===== src/rtl/dst_addr_screen_pkg.sv =====
package dst_addr_screen_pkg;
  localparam int ADDR_BYTES = 6;
  localparam int IDX_W      = $clog2(ADDR_BYTES);
  localparam int CRC_W      = 32;
  localparam int HASH_IDX_W = 6;
  localparam int WORD_W     = 32;
  localparam logic [CRC_W-1:0] CRC_POLY = 32'hEDB88320;

  typedef struct packed {
    logic             step;
    logic             first;
    logic             last;
    logic [IDX_W-1:0] idx;
  } strobe_t;

  function automatic logic [CRC_W-1:0] crcByte(input logic [CRC_W-1:0] c,
                                               input logic [7:0] d);
    logic [CRC_W-1:0] r;
    r = c;
    for (int b = 0; b < 8; b++) begin
      if (r[0] ^ d[b]) r = (r >> 1) ^ CRC_POLY;
      else             r = r >> 1;
    end
    return r;
  endfunction
endpackage


===== src/rtl/dst_addr_screen_ctrl.sv =====
module dst_addr_screen_ctrl
  import dst_addr_screen_pkg::*;
(
  input  logic    clk,
  input  logic    rstN,
  input  logic    byteValid,
  input  logic    frameStart,
  output strobe_t ctl
);
  logic             busyQ;
  logic [IDX_W-1:0] idxQ;
  logic             stepS, firstS, lastS;
  logic [IDX_W-1:0] idxS;

  always_comb begin
    firstS = byteValid && frameStart;
    stepS  = byteValid && (frameStart || busyQ);
    idxS   = firstS ? '0 : idxQ;
    lastS  = stepS && (idxS == IDX_W'(ADDR_BYTES - 1));
    ctl    = '{step: stepS, first: firstS, last: lastS, idx: idxS};
  end

  always_ff @(posedge clk) begin
    if (!rstN) begin
      busyQ <= 1'b0;
      idxQ  <= '0;
    end else if (stepS) begin
      if (lastS) begin
        busyQ <= 1'b0;
        idxQ  <= '0;
      end else begin
        busyQ <= 1'b1;
        idxQ  <= idxS + 1'b1;
      end
    end
  end
endmodule


===== src/rtl/dst_addr_screen_dp.sv =====
module dst_addr_screen_dp
  import dst_addr_screen_pkg::*;
(
  input  logic              clk,
  input  logic              rstN,
  input  strobe_t           ctl,
  input  logic [7:0]        byteData,
  input  logic [WORD_W-1:0] stationLo,
  input  logic [15:0]       stationHi,
  input  logic [WORD_W-1:0] hashLo,
  input  logic [WORD_W-1:0] hashHi,
  input  logic              promisc,
  input  logic              rejectBcast,
  output logic              decisionValid,
  output logic              accept
);
  localparam int ST_W = 8 * ADDR_BYTES;

  logic [CRC_W-1:0]      crcQ, seed, crcD;
  logic                  uniQ, onesQ, grpQ;
  logic                  uniD, onesD, grpD;
  logic [ST_W-1:0]       stationVec;
  logic [7:0]            stationByte;
  logic [HASH_IDX_W-1:0] hashIdx;
  logic [2*WORD_W-1:0]   table64;
  logic                  hashBit, verdict;

  assign stationVec = {stationHi, stationLo};
  assign table64    = {hashHi, hashLo};

  always_comb begin
    stationByte = stationVec[(ADDR_BYTES - 1 - int'(ctl.idx)) * 8 +: 8];
    seed    = ctl.first ? '1 : crcQ;
    crcD    = crcByte(seed, byteData);
    uniD    = (ctl.first ? 1'b1 : uniQ) && (byteData == stationByte);
    onesD   = (ctl.first ? 1'b1 : onesQ) && (byteData == 8'hFF);
    grpD    = ctl.first ? byteData[0] : grpQ;
    hashIdx = crcD[CRC_W-1 -: HASH_IDX_W];
    hashBit = table64[hashIdx];
    if (promisc)    verdict = 1'b1;
    else if (onesD) verdict = !rejectBcast;
    else if (grpD)  verdict = hashBit;
    else            verdict = uniD;
  end

  always_ff @(posedge clk) begin
    if (!rstN) begin
      crcQ  <= '1;
      uniQ  <= 1'b0;
      onesQ <= 1'b0;
      grpQ  <= 1'b0;
    end else if (ctl.step) begin
      crcQ  <= crcD;
      uniQ  <= uniD;
      onesQ <= onesD;
      grpQ  <= grpD;
    end
  end

  always_ff @(posedge clk) begin
    if (!rstN) begin
      decisionValid <= 1'b0;
      accept        <= 1'b0;
    end else begin
      decisionValid <= ctl.last;
      if (ctl.last) accept <= verdict;
    end
  end
endmodule


===== src/rtl/dst_addr_screen.sv =====
module dst_addr_screen
  import dst_addr_screen_pkg::*;
(
  input  logic        clk,
  input  logic        rstN,
  input  logic        byteValid,
  input  logic        frameStart,
  input  logic [7:0]  byteData,
  input  logic [31:0] stationLo,
  input  logic [15:0] stationHi,
  input  logic [31:0] hashLo,
  input  logic [31:0] hashHi,
  input  logic        promisc,
  input  logic        rejectBcast,
  output logic        decisionValid,
  output logic        accept
);
  strobe_t ctlStrobe;

  dst_addr_screen_ctrl uCtrl (
    .clk(clk), .rstN(rstN), .byteValid(byteValid),
    .frameStart(frameStart), .ctl(ctlStrobe)
  );

  dst_addr_screen_dp uDp (
    .clk(clk), .rstN(rstN), .ctl(ctlStrobe), .byteData(byteData),
    .stationLo(stationLo), .stationHi(stationHi),
    .hashLo(hashLo), .hashHi(hashHi),
    .promisc(promisc), .rejectBcast(rejectBcast),
    .decisionValid(decisionValid), .accept(accept)
  );
endmodule


===== config.mk =====
export PLATFORM = sky130hd
export DESIGN_NAME = dst_addr_screen
export DESIGN_NICKNAME = d
export VERILOG_FILES = /design/src/rtl/dst_addr_screen_pkg.sv /design/src/rtl/dst_addr_screen_ctrl.sv /design/src/rtl/dst_addr_screen_dp.sv /design/src/rtl/dst_addr_screen.sv
export SDC_FILE = /design/constraint.sdc
export NUM_CORES = 1
export LEC_CHECK = 0
export BUFFER_PORTS_ARGS = -buffer_cell sky130_fd_sc_hd__buf_2
export CORE_MARGIN = 2
export CORE_UTILIZATION = 30
export DETAILED_ROUTE_END_ITERATION = 6
export SYNTH_ARGS = -nofsm -noshare
export SYNTH_HDL_FRONTEND = slang
export SYNTH_SLANG_ARGS = --single-unit

===== constraint.sdc =====
create_clock -name clk -period 3.2 [get_ports clk]
set_input_delay 0.32 -clock clk [delete_from_list [all_inputs] [get_ports clk]]
set_output_delay 0.32 -clock clk [all_outputs]
set_load 0.05 [all_outputs]

==> results.md <==
- Critical path peak fanout: 14
- Die H: 117 um
- Unique masters post-synth: 56
- Placed Area: 4690 um^2
- Vias: between 3,000 and 4,000
- Post-route cell area: 4880 um^2
- DR WL/cell: 14.3 um
- Initial antenna violation count: 0
- Period utilization: 0.899
- TritonCTS Buffers: 5
- FF-to-FF End: uDp.accept$_SDFFE_PN0P_
- Root Buffer: clkbuf_16
- Vias/cell: 4.92
- Pleak: 0.00208 uW
- Worst Tran Pin Value: 0.922 ns
- Peak VDD IR: about 0.00037 V
- Layout cell share with drive strength beyond 1: 0.356
- CTS Hold Bufs: 0
- Chip width: about 120 um
- TritonRoute pass-1 iters: 5
- CTS resizes: 0
- Cell area after synthesis: 3830 um^2
- Critical R2R Launch: uDp.crcQ[1]$_SDFFE_PN1P_
- First-pass GRT wire length: roughly 17 mm
- Sink Count: just over 40
- Leading area contributor after synthesis: dfxtp_1
- Register-to-Register Setup Slack: 0.32 ns
- Crit Path Class: flip-flop to flip-flop
- Final hold vios: 0
- TritonCTS clock tree: built
- Max Fclk: 0.348 GHz
- Synth top area share: 0.214
- Worst setup EP type: flip-flop
- DIE AREA: ~14,000 um^2
- PortBufs: 127
- Commonest cells post-synth: xnor2_1, nand2_1, nor2_1, dfxtp_1, o211ai_1
- Core area: about 13,000 um^2
- Post-synth EDFFs: 0
- Post-CTS Setup Inserts: 0
- Pwr/cell area: roughly 640 nW/um^2
- Post-Syn Nets: 562
- #FFs+latches synth: 41
- Worst R2R Path Depth: 8
- Nets: 684
- Largest net degree at the start of global routing: 60
- Worst hold margin: 0.409 ns
- Critical path endpoint: uDp.accept$_SDFFE_PN0P_
- H-tree lvl count: 2
- Slew headroom: 0.381
- Clock Skew: 0.00468 ns
- I/O pin count: 128
- DRT Wirelength: 10.4 mm
- Top cells by area in the synthesized netlist: dfxtp_1, xnor2_1, mux4_2
- Most frequent cell after synthesis: xnor2_1
- Post-synthesis sequential area ratio: 0.214
- Max_cap viols: 0
- HP Class: input pin to flip-flop
- Slew Viols, Final: 0
- Clock Latency Late Sink: 0.28 ns
- Ys async rst share: 0
- Final HPWL DP: 8.24 mm
- CTS clk-pin slew, worst paths: 0.06 ns
- Cells after synthesis: 433
- CP startpoint kind: flip-flop
- Final Setup Violations: 0
- Iteration-0 DRC Markers: 164
- CTS Buffer Depth: 2
- Core Rows: 41
- Status: finished clean
- DRC: 0
- Starting Density: 0.305
- Final GP Congestion: about 0.80
- Setup TNS: 0 ns
- RSZ-0062 raised after global routing: false
- Remaining Overflow, GRT: 0
- Ant. Diodes: 0
- P&R area growth vs syn: 27.3%
- Primary FF master, synth: dfxtp_1
- Required time of the worst setup path: approximately 3.4 ns
- Critical Path Start: uDp.crcQ[1]$_SDFFE_PN1P_
- GRT Resource Usage Total: 0.155
- Crit path time final: approximately 2.9 ns
- Syn avg cell area: 8.85 um^2
- Layout fillers: 1,243
- Vias in the first global route: 3,520
- Antenna Nets Post-Route: 0
- Yosys warnings: 0
- Util after Layout: 0.388
- Crit path DAT: between 3 and 4 ns
## layout by cell type, fill, tap and decap left out, drive strengths merged, types with 6 or more instances in the layout
cell type	netlist	layout
xor2	22	22
mux2	6	6
nor3	7	7
mux4	16	16
inv	7	7
o211ai	32	32
o21ai	8	8
a21oi	10	10
mux2i	19	19
buf	15	151
nand2	51	51
xnor2	67	67
dfxtp	41	41
nor2	49	49
## state kept, by name (all words and copies together), names as in the netlist
signal	count
uDp.grpQ	1
uCtrl.idxQ	3
uCtrl.busyQ	1
uDp.uniQ	1
uDp.crcQ	32
uDp.accept	1
uDp.onesQ	1
uDp.decisionValid	1
## worst min-delay path by stage
stage	start	end	slack, ns	cells after the start
final	rejectBcast	uDp.accept$_SDFFE_PN0P_	0.41	4
after global routing	rejectBcast	uDp.accept$_SDFFE_PN0P_	0.42	4
after CTS	rejectBcast	uDp.accept$_SDFFE_PN0P_	0.41	4
after detailed placement	uDp.uniQ$_SDFFE_PN0P_	uDp.uniQ$_SDFFE_PN0P_	0.46	2
after global placement	uDp.uniQ$_SDFFE_PN0P_	uDp.uniQ$_SDFFE_PN0P_	0.44	2
after floorplan	uDp.uniQ$_SDFFE_PN0P_	uDp.uniQ$_SDFFE_PN0P_	0.44	2
## worst max-delay path, cell delays in order, from the launching register on
cell and delay, ns:
dfxtp_1 0.41, xor2_1 0.16, nand2_1 0.18, xor2_4 0.20, xnor3_2 0.58, mux4_1 0.62
a32o_1 0.22, nor4_1 0.28, a21oi_1 0.10
## cell type report
class | count | area [um^2] | share of cell area
multi-input combinational | 348 | 2790 | 0.573
timing repair buffer | 151 | 828 | 0.170
sequential | 41 | 821 | 0.168
tap | 172 | 215 | 0.0441
clock buffer | 5 | 125 | 0.0257
clock inverter | 3 | 65.1 | 0.0133
inverter | 8 | 30.0 | 0.00616
## per-layer routing
metal / GRT usage / wire length (um)
met1: 0.209 / 4690
met4: 0.0259 / 87
met3: 0.0263 / 486
met2: 0.266 / 5180
met5: 0 / 0
## power breakdown
part           switching [uW]  leakage (uW)  total [uW]  internal (uW)
Clock                     209     0.0000938         655            446
Combinational             879       0.00165        1830            952
Sequential               41.2      0.000339         614            573
## kinds of logic (layout without fill, tap and decap cells)
group / Yosys count / after routing / synth area share
AO/OA/AOI/OAI: 83 / 83 / 0.163
XOR/XNOR: 92 / 92 / 0.240
adder cells (fa/ha/maj): 3 / 3 / 0.00980
buffers and inverters: 44 / 167 / 0.0610
flip-flops: 41 / 41 / 0.214
multiplexers: 41 / 41 / 0.165
AND/OR/NAND/NOR: 129 / 129 / 0.147
## stage by stage
step                      total power, uW  instances  worst slack, ns
after floorplan                      2070        433            0.289
after global placement               2430        720            0.119
after detailed placement             2460        720           0.0452
after CTS                            3130        728            0.308
after global routing                 3310        728            0.101
final                                3100        728            0.325
Note: power is estimated with default switching activity, not from simulation.
